### src/rtl/fwt_pkg.sv
package fwt_pkg;
  localparam int unsigned LINE_W = 9;
  typedef logic [LINE_W-1:0] line_t;

  typedef struct packed {
    logic  mode60;
    logic  ok;
    line_t first;
    line_t last;
  } field_cfg_t;
endpackage

### src/rtl/fwt_vsync_sync.sv
module fwt_vsync_sync #(
  parameter int unsigned STAGES = 2
) (
  input  logic clk,
  input  logic rst,
  input  logic async_in,
  output logic rise
);
  localparam int unsigned W = STAGES + 1;
  logic [W-1:0] chain_q;

  always_ff @(posedge clk) begin
    if (rst) chain_q <= '0;
    else     chain_q <= {chain_q[W-2:0], async_in};
  end

  assign rise = chain_q[W-2] & ~chain_q[W-1];


  edge_single_chk: assert property (@(posedge clk) disable iff (rst)
    rise |=> !rise);
endmodule

### src/rtl/fwt_line_counter.sv
module fwt_line_counter
  import fwt_pkg::*;
#(
  parameter int unsigned LINES_50 = 311,
  parameter int unsigned LINES_60 = 261
) (
  input  logic  clk,
  input  logic  rst,
  input  logic  restart,
  input  logic  tick,
  input  logic  mode60,
  output line_t cnt,
  output line_t cnt_d
);
  line_t limit;
  assign limit = mode60 ? line_t'(LINES_60) : line_t'(LINES_50);

  always_comb begin
    cnt_d = cnt;
    if (restart)                  cnt_d = '0;
    else if (tick && cnt < limit) cnt_d = cnt + line_t'(1);
  end

  always_ff @(posedge clk) begin
    if (rst) cnt <= '0;
    else     cnt <= cnt_d;
  end


  cnt_saturate_chk: assert property (@(posedge clk) disable iff (rst)
    cnt <= limit);
endmodule

### src/rtl/fwt_write_window.sv
module fwt_write_window
  import fwt_pkg::*;
#(
  parameter int unsigned LINES_50 = 311,
  parameter int unsigned LINES_60 = 261
) (
  input  logic  clk,
  input  logic  rst,
  input  logic  restart,
  input  logic  tick,
  input  logic  mode60_in,
  input  line_t first_in,
  input  line_t last_in,
  input  line_t cnt_d,
  output logic  mode60_q,
  output logic  addr_rst,
  output logic  wr_en
);
  field_cfg_t cfg_q;
  logic       armed_q;
  line_t      lim_in;
  logic       legal;

  assign lim_in = mode60_in ? line_t'(LINES_60) : line_t'(LINES_50);
  assign legal  = (first_in >= line_t'(1)) && (first_in < lim_in) &&
                  (last_in <= lim_in) && (last_in > first_in);

  always_ff @(posedge clk) begin
    if (rst) begin
      cfg_q    <= '0;
      armed_q  <= 1'b0;
      addr_rst <= 1'b0;
      wr_en    <= 1'b0;
    end else begin
      if (restart) begin
        cfg_q.mode60 <= mode60_in;
        cfg_q.ok     <= legal;
        cfg_q.first  <= first_in;
        cfg_q.last   <= last_in;
        armed_q      <= 1'b1;
        addr_rst     <= 1'b0;
      end else if (tick) begin
        addr_rst <= armed_q;
        armed_q  <= 1'b0;
      end
      wr_en <= cfg_q.ok && !restart &&
               (cnt_d >= cfg_q.first) && (cnt_d < cfg_q.last);
    end
  end

  assign mode60_q = cfg_q.mode60;


  wen_rise_on_tick_chk: assert property (@(posedge clk) disable iff (rst)
    $rose(wr_en) |-> $past(tick));

  wen_blocked_chk: assert property (@(posedge clk) disable iff (rst)
    !cfg_q.ok |-> !wr_en);

  rst_pulse_tick_chk: assert property (@(posedge clk) disable iff (rst)
    $fell(addr_rst) |-> ($past(tick) || $past(restart)));
endmodule

### src/rtl/field_write_timer.sv
module field_write_timer
  import fwt_pkg::*;
#(
  parameter int unsigned LINES_50    = 311,
  parameter int unsigned LINES_60    = 261,
  parameter int unsigned SYNC_STAGES = 2
) (
  input  logic              clk,
  input  logic              rst,
  input  logic              line_tick,
  input  logic              vsync_async,
  input  logic              mode_60hz,
  input  logic [LINE_W-1:0] start_line,
  input  logic [LINE_W-1:0] end_line,
  output logic              wr_addr_rst,
  output logic              wr_en
);
  logic  field_start;
  logic  mode60_q;
  line_t cnt, cnt_d;

  fwt_vsync_sync #(.STAGES(SYNC_STAGES)) u_sync (
    .clk(clk), .rst(rst), .async_in(vsync_async), .rise(field_start)
  );

  fwt_line_counter #(.LINES_50(LINES_50), .LINES_60(LINES_60)) u_cnt (
    .clk(clk), .rst(rst), .restart(field_start), .tick(line_tick),
    .mode60(mode60_q), .cnt(cnt), .cnt_d(cnt_d)
  );

  fwt_write_window #(.LINES_50(LINES_50), .LINES_60(LINES_60)) u_win (
    .clk(clk), .rst(rst), .restart(field_start), .tick(line_tick),
    .mode60_in(mode_60hz), .first_in(start_line), .last_in(end_line),
    .cnt_d(cnt_d), .mode60_q(mode60_q), .addr_rst(wr_addr_rst), .wr_en(wr_en)
  );


  rst_pulse_line1_chk: assert property (@(posedge clk) disable iff (rst)
    wr_addr_rst |-> (cnt == line_t'(1)));

  quiet_at_start_chk: assert property (@(posedge clk) disable iff (rst)
    field_start |=> (!wr_en && !wr_addr_rst));
endmodule

### config.mk
export PLATFORM = sky130hd
export DESIGN_NAME = field_write_timer
export DESIGN_NICKNAME = d
export VERILOG_FILES = /design/src/rtl/fwt_pkg.sv /design/src/rtl/fwt_vsync_sync.sv /design/src/rtl/fwt_line_counter.sv /design/src/rtl/fwt_write_window.sv /design/src/rtl/field_write_timer.sv
export SDC_FILE = /design/constraint.sdc
export NUM_CORES = 1
export LEC_CHECK = 0
export BUFFER_PORTS_ARGS = -buffer_cell sky130_fd_sc_hd__buf_4
export CAP_MARGIN = 20
export CELL_PAD_IN_SITES_DETAIL_PLACEMENT = 1
export CELL_PAD_IN_SITES_GLOBAL_PLACEMENT = 2
export CORE_ASPECT_RATIO = 0.8
export CORE_MARGIN = 4
export CORE_UTILIZATION = 36
export DETAILED_ROUTE_END_ITERATION = 12
export PLACE_DENSITY_LB_ADDON = 0.12
export SYNTH_ARGS = -nofsm -noshare
export SYNTH_HDL_FRONTEND = slang
export SYNTH_HIERARCHICAL = 1
export SYNTH_SLANG_ARGS = --single-unit
### constraint.sdc
create_clock -name clk -period 5.6 [get_ports clk]
set_input_delay 0 -clock clk [delete_from_list [all_inputs] [get_ports clk]]
set_output_delay 0 -clock clk [all_outputs]
set_load 0.005 [all_outputs]
# Word-level counts from Yosys, hierarchy flattened
# Index checks and enable logic that the tools add are counted.
totals:
  regBits: 35
  inputBits: 23
  elab_cells: 35
  out_inout_bits: 2
classes:
  mux: 6
  magnitude_cmp: 7
  n_reduce_logical: 10
  n_addsub: 1
  bitwise_logic: 2
op_table:
  columns: ["operator", "count"]
  rows:
  - ["< comparator 9 bit", 3]
  - ["2-to-1 mux 9 bit", 2]
  - ["2-to-1 mux 6 bit", 2]
  - ["adder 9 x 1 -> 9 bit, second input constant", 1]
  - [">= comparator 9 x 1 -> 1 bit, second input constant", 1]
  - [">= comparator 9 bit", 1]
  - ["> comparator 9 bit", 1]
  - ["<= comparator 9 bit", 1]
  - ["logical AND 1 bit", 7]
  - ["2-to-1 mux 1 bit", 2]
  - ["nonzero test 2 bit", 1]
  - ["OR reduction 2 bit", 1]
  - ["AND 1 bit", 1]
  - ["logical NOT 1 bit", 1]
  - ["inverter 1 bit", 1]

# Depth between registers and ports, before layout
# Gate-level depths: netlist of the first run.
logic_depth:
  depth_word: 8
  mapped_depth: 12
  ltp_nobuf: 11

# Cells and area by module
# The synthesis of the first run kept the hierarchy.
by_module_without_submodules:
  columns: ["module", "instances", "area_each_um2", "cells_each"]
  rows:
  - ["fwt_write_window", 1, 1690.4, 191]
  - ["fwt_line_counter", 1, 772.0, 84]
  - ["fwt_vsync_sync", 1, 87.6, 7]

# Least setup slack after synthesis of the first run
# No wires, ideal clock.
synth_timing:
  kind: "register -> register"
  from: "register u_win/mode60_q (netlist name)"
  to: "register u_win.wr_en"
  period_less_slack_ps: 2596
  arrival_time_ps: 2468
  setup_time_ps: 128
  path_stages_with_launch: 12
  path_slack_ps: 3004
  cell_sequence: "dfxtp_1 -> ha_1 -> nand4bb_4 -> nor4_4 -> buf_6 -> nor3_4 -> mux2_4 -> ha_1 -> a211oi_1 -> o21ai_0 -> o221ai_1 -> a211oi_2"
synth_via:
  elab_chain_len: 8
  elab_cells_between_ends: 9
synth_rtl:
  columns: ["element", "line_no", "rtl"]
  rows:
  - ["2-to-1 mux 6 bit *", "fwt_line_counter.sv:16", "assign limit = mode60 ? line_t'(LINES_60) : line_t'(LINES_50);"]
  - ["< comparator 9 bit *", "fwt_line_counter.sv:21", "else if (tick && cnt < limit) cnt_d = cnt + line_t'(1);"]
  - ["logical AND 1 bit *", "fwt_line_counter.sv:21", null]
  - ["2-to-1 mux 9 bit *", "fwt_line_counter.sv:21", null]
  - ["2-to-1 mux 9 bit *", "fwt_line_counter.sv:20", "if (restart) cnt_d = '0;"]
  - ["net cnt_d[6]", "field_write_timer.sv:20", "line_t cnt, cnt_d;"]
  - [">= comparator 9 bit", "fwt_write_window.sv:47", "(cnt_d >= cfg_q.first) && (cnt_d < cfg_q.last);"]
  - ["logical AND 1 bit", "fwt_write_window.sv:46", "wr_en <= cfg_q.ok && !restart &&"]
  - ["logical AND 1 bit *", "fwt_write_window.sv:47", null]
  - ["to (signal assigned)", "fwt_write_window.sv:46", null]
  - ["to (decl)", "fwt_write_window.sv:17", "output logic wr_en"]
# The timed path passes the listed nets; every way through them passes the cells marked *.
# A chain may end at the register's enable or synchronous reset.

# Final worst setup path of the first run
layout_timing:
  from: "register u_win/mode60_q (netlist name)"
  to: "register u_win.wr_en"
layout_via:
  elab_chain_len: 8
  elab_cells_between_ends: 9
layout_rtl:
  columns: ["element", "line_no"]
  rows:
  - ["2-to-1 mux 6 bit *", "fwt_line_counter.sv:16"]
  - ["< comparator 9 bit *", "fwt_line_counter.sv:21"]
  - ["logical AND 1 bit *", "fwt_line_counter.sv:21"]
  - ["2-to-1 mux 9 bit *", "fwt_line_counter.sv:21"]
  - ["2-to-1 mux 9 bit *", "fwt_line_counter.sv:20"]
  - ["net cnt_d[2]", "field_write_timer.sv:20"]
  - [">= comparator 9 bit", "fwt_write_window.sv:47"]
  - ["logical AND 1 bit", "fwt_write_window.sv:46"]
  - ["logical AND 1 bit *", "fwt_write_window.sv:47"]
# Marked as above.

==> key figures, run 1 <==
Power and ir drop
  – Total power after layout: 0.596 mW
  – Internal power consumption: between 0.4 and 0.5 mW
  – Power share of the clock group: ~38%
  – Fraction of power consumed by combinational cells: a little under a fifth
  – Sequential share of power: approximately 44%
  – Power density cells: 194 nW/um^2
  – Worst vdd rail ir drop: approximately 0.095 mV
  – Static Leak: 1.25 nW
  – Net switching share of the total power: approximately a quarter
  – Psw: 0.158 mW

Routing
  – Routed wire per std cell: 16.3 um
  – Number of detailed-route iterations in the first pass: 4
  – DRC errors left: 0
  – Via Count: approximately 2100
  – Number of nets with antenna violations after routing: 0
  – Number of violations reported at the end of detailed-routing iteration 0: 77
  – Number of vias per cell: 5.24
  – Sum of routed wire length over all layers: about 6.7 mm

Worst setup path
  – Slowest cell delay on critical path: approximately 780 ps
  – Slowest-stage cell, CP: nor4_4
  – Worst R2R Path Depth: 10
  – Crit path buf inv count: 0
  – Cell Chain, Critical Path: ha_1, nand4bb_4, nor4_4, nor3b_4, mux2_4, ha_1, a211oi_1, o21ai_0, o221ai_1, a211oi_2
  – Delay-heaviest family, CP: simple AND/OR/NAND/NOR gates
  – Worst Path Max Fanout: 11
  – Arrival time at the worst endpoint: ~3300 ps
  – Endpoint of the lowest-slack register-to-register path: u_win/wr_en
  – Crit path top cell by count: ha_1
  – Worst reg-to-reg setup slack: about 2400 ps
  – Reg2reg start: u_win/mode60_q
  – Kind of capture point of the worst setup path: flop
  – Critical Setup Path Class: flop to flop
  – Type of element launching the critical path: flop
  – Data required, critical path: between 5000 and 6000 ps

Final layout
  – Share of cells above drive strength 1: roughly 15%
  – Number of antenna diodes: 0
  – Fill count: slightly above 800
  – Area growth, synth to finish: 20.2%
  – Footprint of the multi-input gates: around 1700 um^2
  – Design area: 3070 um^2
  – Final-stage net count: 380
  – Footprint of the flip-flops and latches: ~700 um^2

Flow run
  – Number of maximum-capacitance constraint violations: 0

Place
  – Standard cell area after detailed placement: 2780 um^2
  – Post-Place Setup Slack: approximately 2400 ps
  – Post-DP HPWL: about 5.1 mm
  – Final weighted congestion in routability-driven placement: a little under 0.8
  – Count of buffers from port buffering: 24

Hold path
  – Cell depth of the worst hold path: 3
  – Hold path startpoint: start_line[3]
  – Endpoint, Worst Hold: u_win/cfg_q[12]
  – Min-Delay Path Class: primary input to flop

Timing
  – Max-slew violation total from the final report: 0
  – Hold_ws: ~14 ps
  – Worst clock skew: around 3.4 ps
  – Fmax: 315 MHz
  – Unrepaired setup endpoints after global routing: no
  – Post-layout min period: between 3000 and 4000 ps
  – Count of endpoints failing hold in the final timing report: 0
  – Relative slew slack: about two fifths
  – Post-route fraction of the period consumed by the critical path: around 57%
  – Sum Neg Setup Slack: 0 ps
  – Final count of negative-setup-slack endpoints: 0
  – Worst setup margin: between 2000 and 2500 ps
  – Worst slew pin tran: around 870 ps

Floorplan
  – # IOs: 25
  – Initial Util: between 30% and 40%
  – DIE AREA: 8500 um^2
  – Height of the die: ~83 um
  – Die width: approximately 100 um
  – Core Area: around 7000 um^2
  – Number of placement rows: 27

Clock tree
  – Postcts setup bufs: 0
  – Resized cells post-CTS: 0
  – CTS sink cnt: 35
  – Maximum buffer depth of the clock tree: 2
  – Clock-pin slew on the worst setup and hold paths: 70 ps
  – Number of buffers inserted during clock tree synthesis: 5
  – Worst-skew pair later-pin latency: 280 ps
  – CTS tree: built
  – # hold bufs at CTS: 18
  – H-tree depth reported by CTS: 2
  – Root Buffer: clkbuf_8

Synthesis
  – EDFF count, synth: 0
  – Synthesized area divided by synthesized cell count: ~9 um^2
  – Syn Std Cell Area: around 2500 um^2
  – Number of synthesized register bits: 35
  – Dominant register cell in the synthesized netlist: dfxtp_1
  – Cell count after synthesis: 282
  – Post-synth net total: around 340
  – Async S/R FF share, synth: 0%
  – Warning count from the yosys run: 6
  – Sequential fraction of the synthesis area: 27.5%
  – Number of unique standard cell types used by synthesis: between 40 and 50

Global routing
  – Maximum number of pins on one net before global-route repair: 34
  – Vias in the first global route: between 2000 and 2500
  – Wire length of the first global-routing pass: 11.0 mm
  – Global Route Usage Sum: around 16%
  – Overflow after GRT: 0
  – Antenna violations before repair: 0

Outcome
  – Result of the run: completed
## final cells by class
cell class              count  share of cell area, %
clock buffers               6                   2.37
multi-input cells         207                   54.7
flip-flops and latches     35                   22.9
well taps                  87                   3.55
inverters                  29                   3.55
repair buffers             43                   12.0
clock inverters             1                  0.980
## power by group through the flow
stage,sequential [mW],combinational (mW),clock [mW]
6_report,0.261,0.111,0.225
5_1_grt,0.262,0.125,0.243
4_1_cts,0.261,0.111,0.234
3_5_place_dp,0.267,0.101,0
3_3_place_gp,0.266,0.0998,0
2_1_floorplan,0.265,0.0625,0
## state kept, by name (all words and copies together), names as in the netlist
register and flops:
u_win/wr_en 1, u_win/addr_rst 1, u_win/cfg_q 19, u_sync/chain_q 3, u_win/mode60_q 1, u_cnt/cnt 9
u_win/armed_q 1
## cell usage in the layout (no fill, tap or decap), types with 4 or more instances in the layout
cell type / n
mux2_4: 4
dfxtp_1: 35
or3_1: 8
nor2_1: 31
buf_4: 25
nand2_1: 10
clkbuf_8: 5
nand3_1: 4
nor2b_1: 8
nand4_1: 8
ha_1: 36
mux2i_1: 24
nor3_1: 5
inv_1: 29
dlygate4sd3_1: 18
a21oi_1: 19
o21ai_0: 7
## synth_stat cells (2+ instances only)
master | instances | area [um^2]
nand2_1 | 10 | 37.5
o21ai_0 | 7 | 35.0
o21a_1 | 3 | 22.5
nor2b_1 | 8 | 50.1
buf_2 | 3 | 15.0
o211ai_1 | 3 | 22.5
buf_6 | 3 | 33.8
mux2_4 | 4 | 60.1
nor3_1 | 5 | 25.0
a21oi_1 | 19 | 95.1
dfxtp_1 | 35 | 701
nor4_1 | 2 | 12.5
inv_1 | 29 | 109
nand3_1 | 4 | 20.0
nor2_1 | 31 | 116
nand4_1 | 8 | 50.1
and3_1 | 2 | 12.5
or3_1 | 8 | 50.1
ha_1 | 36 | 450
mux2i_1 | 24 | 240
a211oi_1 | 3 | 22.5
clkbuf_1 | 4 | 15.0
and4_1 | 2 | 17.5
o31ai_1 | 3 | 22.5
nor3_4 | 3 | 48.8
## how the worst max path moves through the flow
| stage | to | cells past startpoint | from |
|---|---|---|---|
| 2_1_floorplan | u_win/wr_en | 11 | u_win/mode60_q |
| 3_3_place_gp | u_win/wr_en | 10 | u_win/mode60_q |
| 3_5_place_dp | u_win/wr_en | 10 | u_win/mode60_q |
| 4_1_cts | u_win/wr_en | 10 | u_win/mode60_q |
| 5_1_grt | u_win/wr_en | 10 | u_win/mode60_q |
| 6_report | u_win/wr_en | 10 | u_win/mode60_q |
## worst min-delay path: stages
cell     delay, ps
buf_4          110
mux2i_1         70
nor2_1          80
## layer usage
metal | part of all wire [%] | track usage [%] | wire length, um
met2 | 41 | 22.8 | 2710
met3 | 3.7 | 3.02 | 249
met1 | 55 | 26.0 | 3670
met5 | 0 | 0 | 0
met4 | 0.41 | 2.50 | 27
## cell families after synthesis
kind of cell / Yosys count / synth area share [%]
AND/OR/NAND/NOR: 95 / 22.9
AO/OA/AOI/OAI: 47 / 12.9
buffers and inverters: 40 / 6.97
adder cells (fa/ha/maj): 36 / 17.7
flip-flops: 35 / 27.5
multiplexers: 28 / 11.8
XOR/XNOR: 1 / 0.344
## through the flow
step	std cells	util, %
after global routing	408	44.5
after floorplan	282	-
after detailed placement	383	40.4
after global placement	383	40.4
final	408	44.5
after CTS	408	44.5
Power figures use the tool's default switching activity.
==> run 2: changes to the inputs <==
==> constraint.sdc (replaced) <==
create_clock -name clk -period 3.2 [get_ports clk]
set_input_delay 0 -clock clk [delete_from_list [all_inputs] [get_ports clk]]
set_output_delay 0 -clock clk [all_outputs]
set_load 0.005 [all_outputs]
==> run 2 against run 1 <==
  * The flow now finishes with violations (negative hold slack)
  * Final area is 2.7% higher
  * Wire length is 4.1% higher
  * Die area stayed put
  * Combinational power is 80% higher
  * Clock-buffer cell count stayed put
  * Maximum frequency is 6.3% higher
  * Clock skew is 0.90 ps higher
  * Hold slack worse by 17 ps
  * Global-route usage is 0.39 points higher
  * Total power is 91% higher
==> key figures, run 2 (synthesis gave the netlist of run 1 again) <==
Outcome
  – Result of the run: finished with violations
  – Violations in the final reports: negative hold slack

Routing
  – Via Count: approximately 2200
  – Routed wire per std cell: around 17 um
  – Number of violations reported at the end of detailed-routing iteration 0: about 110
  – DRC errors left: 0
  – Number of nets with antenna violations after routing: 0
  – Number of detailed-route iterations in the first pass: 4
  – Sum of routed wire length over all layers: slightly below 7 mm
  – Number of vias per cell: 5.26

Final layout
  – Share of cells above drive strength 1: roughly 18%
  – Fill count: approximately 820
  – Register ranked first by flip-flop count: u_win/cfg_q
  – Area growth, synth to finish: 23.5%
  – Most frequent cells in the layout: ha_1 (36), dfxtp_1 (34), nor2_1 (31)
  – Footprint of the flip-flops and latches: 702 um^2
  – Largest regs: u_win/cfg_q x19, u_cnt/cnt x9, u_sync/chain_q x3
  – Final cell count without fillers: 413
  – Footprint of the multi-input gates: around 1700 um^2
  – Number of flip-flops under the largest register name: 19
  – Final-stage net count: 384
  – Number of antenna diodes: 0
  – Commonest non-fill, non-tap cell in the layout: ha_1

Timing
  – Sum Neg Setup Slack: 0 ps
  – Relative slew slack: 71.1%
  – Worst slew pin tran: approximately 430 ps
  – Hold_ws: -2.38 ps
  – Count of endpoints failing hold in the final timing report: 1
  – Post-layout min period: about 3000 ps
  – Worst setup margin: 215 ps
  – Unrepaired setup endpoints after global routing: no
  – Post-route fraction of the period consumed by the critical path: 93.3%
  – Final count of negative-setup-slack endpoints: 0
  – Worst clock skew: approximately 4.3 ps
  – Fmax: 335 MHz
  – Max-slew violation total from the final report: 0

Worst setup path
  – Reg2reg start: u_cnt/cnt[4]
  – Data required, critical path: ~3400 ps
  – Slowest cell delay on critical path: 420 ps
  – Slowest-stage cell, CP: a2111oi_4
  – Type of element launching the critical path: flop
  – Kind of capture point of the worst setup path: flop
  – Crit path top cell by count: ha_1
  – Critical Setup Path Class: flop to flop
  – Arrival time at the worst endpoint: roughly 3200 ps
  – Worst Setup SP: u_cnt/cnt[4]
  – Cell Chain, Critical Path: ha_1, a21oi_1, o221ai_4, clkbuf_2, or3_1, a21oi_2, ha_1, a2111oi_4, o31ai_1, a211oi_2
  – Worst Path Max Fanout: 7

Place
  – Final weighted congestion in routability-driven placement: 0.788
  – Post-DP HPWL: between 5 and 6 mm
  – Post-Place Setup Slack: roughly 120 ps
  – Post-Place Cells: between 300 and 400
  – Count of buffers from port buffering: 24

Floorplan
  – DIE AREA: approximately 8500 um^2
  – Die width: slightly above 100 um
  – Height of the die: between 80 and 90 um
  – Number of placement rows: 27
  – # IOs: 25
  – Initial Util: a little under two fifths
  – Core Area: just under 7000 um^2

Global routing
  – Antenna violations before repair: 0
  – Wire length of the first global-routing pass: around 11 mm
  – Global Route Usage Sum: between 10% and 20%
  – Overflow after GRT: 0
  – Vias in the first global route: approximately 2200
  – Maximum number of pins on one net before global-route repair: 34

Power and ir drop
  – Worst vdd rail ir drop: just under 0.2 mV
  – Static Leak: roughly 1.3 nW
  – Power density cells: 362 nW/um^2

Clock tree
  – Clock-pin slew on the worst setup and hold paths: roughly 80 ps
  – CTS tree: built
  – Number of buffers inserted during clock tree synthesis: 5
  – Worst-skew pair later-pin latency: about 290 ps
  – Maximum buffer depth of the clock tree: 2
  – CTS sink cnt: 35
  – Root Buffer: clkbuf_8
  – H-tree depth reported by CTS: 2

Flow run
  – Number of maximum-capacitance constraint violations: 0

Hold path
  – Min-Delay Path Class: primary input to flop
  – Hold path startpoint: end_line[2]
==> run 2: layer usage <==
metal | GRT usage [%] | wire length (um)
met5 | 0 | 0
met2 | 23.7 | 2950
met4 | 2.62 | 17
met1 | 26.0 | 3730
met3 | 3.53 | 236
==> run 2: final cells by class <==
| type | count | area share, % |
|---|---|---|
| Clock buffer | 6 | 2.31 |
| Inverter | 29 | 3.46 |
| Clock inverter | 2 | 1.91 |
| Sequential cell | 35 | 22.3 |
| Tap cell | 87 | 3.46 |
| Multi-Input combinational cell | 207 | 53.9 |
| Timing Repair Buffer | 47 | 12.7 |
==> run 2: power by group <==
group	switching [mW]	internal, mW	total [mW]
Clock	0.173	0.312	0.485
Sequential	0.00815	0.447	0.455
Combinational	0.106	0.0944	0.200
Total	0.287	0.853	1.14
==> run 2: timing repair <==
| item | 4_1_cts | 5_1_grt |
|---|---|---|
| gates resized for setup | 0 | 4 |
| hold buffers | 15 | 0 |
| buffers inserted | 0 | 3 |
| setup endpoints to repair | 0 | 1 |
| endpoints found under the hold margin | 15 | 0 |
==> run 2: path summary, 6_finish.rpt <==
check | end | slack [ps] | depth (start not counted)
worst max-delay path | u_win/wr_en | 220 | 10
worst min-delay path | u_win/cfg_q[2] | -2 | 3
worst max register to register | u_win/wr_en | 220 | 10
worst min register to register | u_sync/chain_q[1] | 450 | 1
==> run 2: stage by stage <==
step           area, um^2  power (mW)  utilization [%]
6_report             3150        1.14             45.7
5_1_grt              3150        1.20             45.7
4_1_cts              3100        1.15             44.9
3_5_place_dp         2810       0.644             40.8
3_3_place_gp         2810       0.643             40.8
2_1_floorplan        2550       0.573                -
==> run 2: worst max-delay path: cells and delay by family (launching register included) <==
| family | cells | cell delay (ps) |
|---|---|---|
| simple gates | 1 | 390 |
| fa+ha+maj | 2 | 630 |
| compound gates | 6 | 1360 |
| buf+inv | 1 | 170 |
| flops | 1 | 360 |
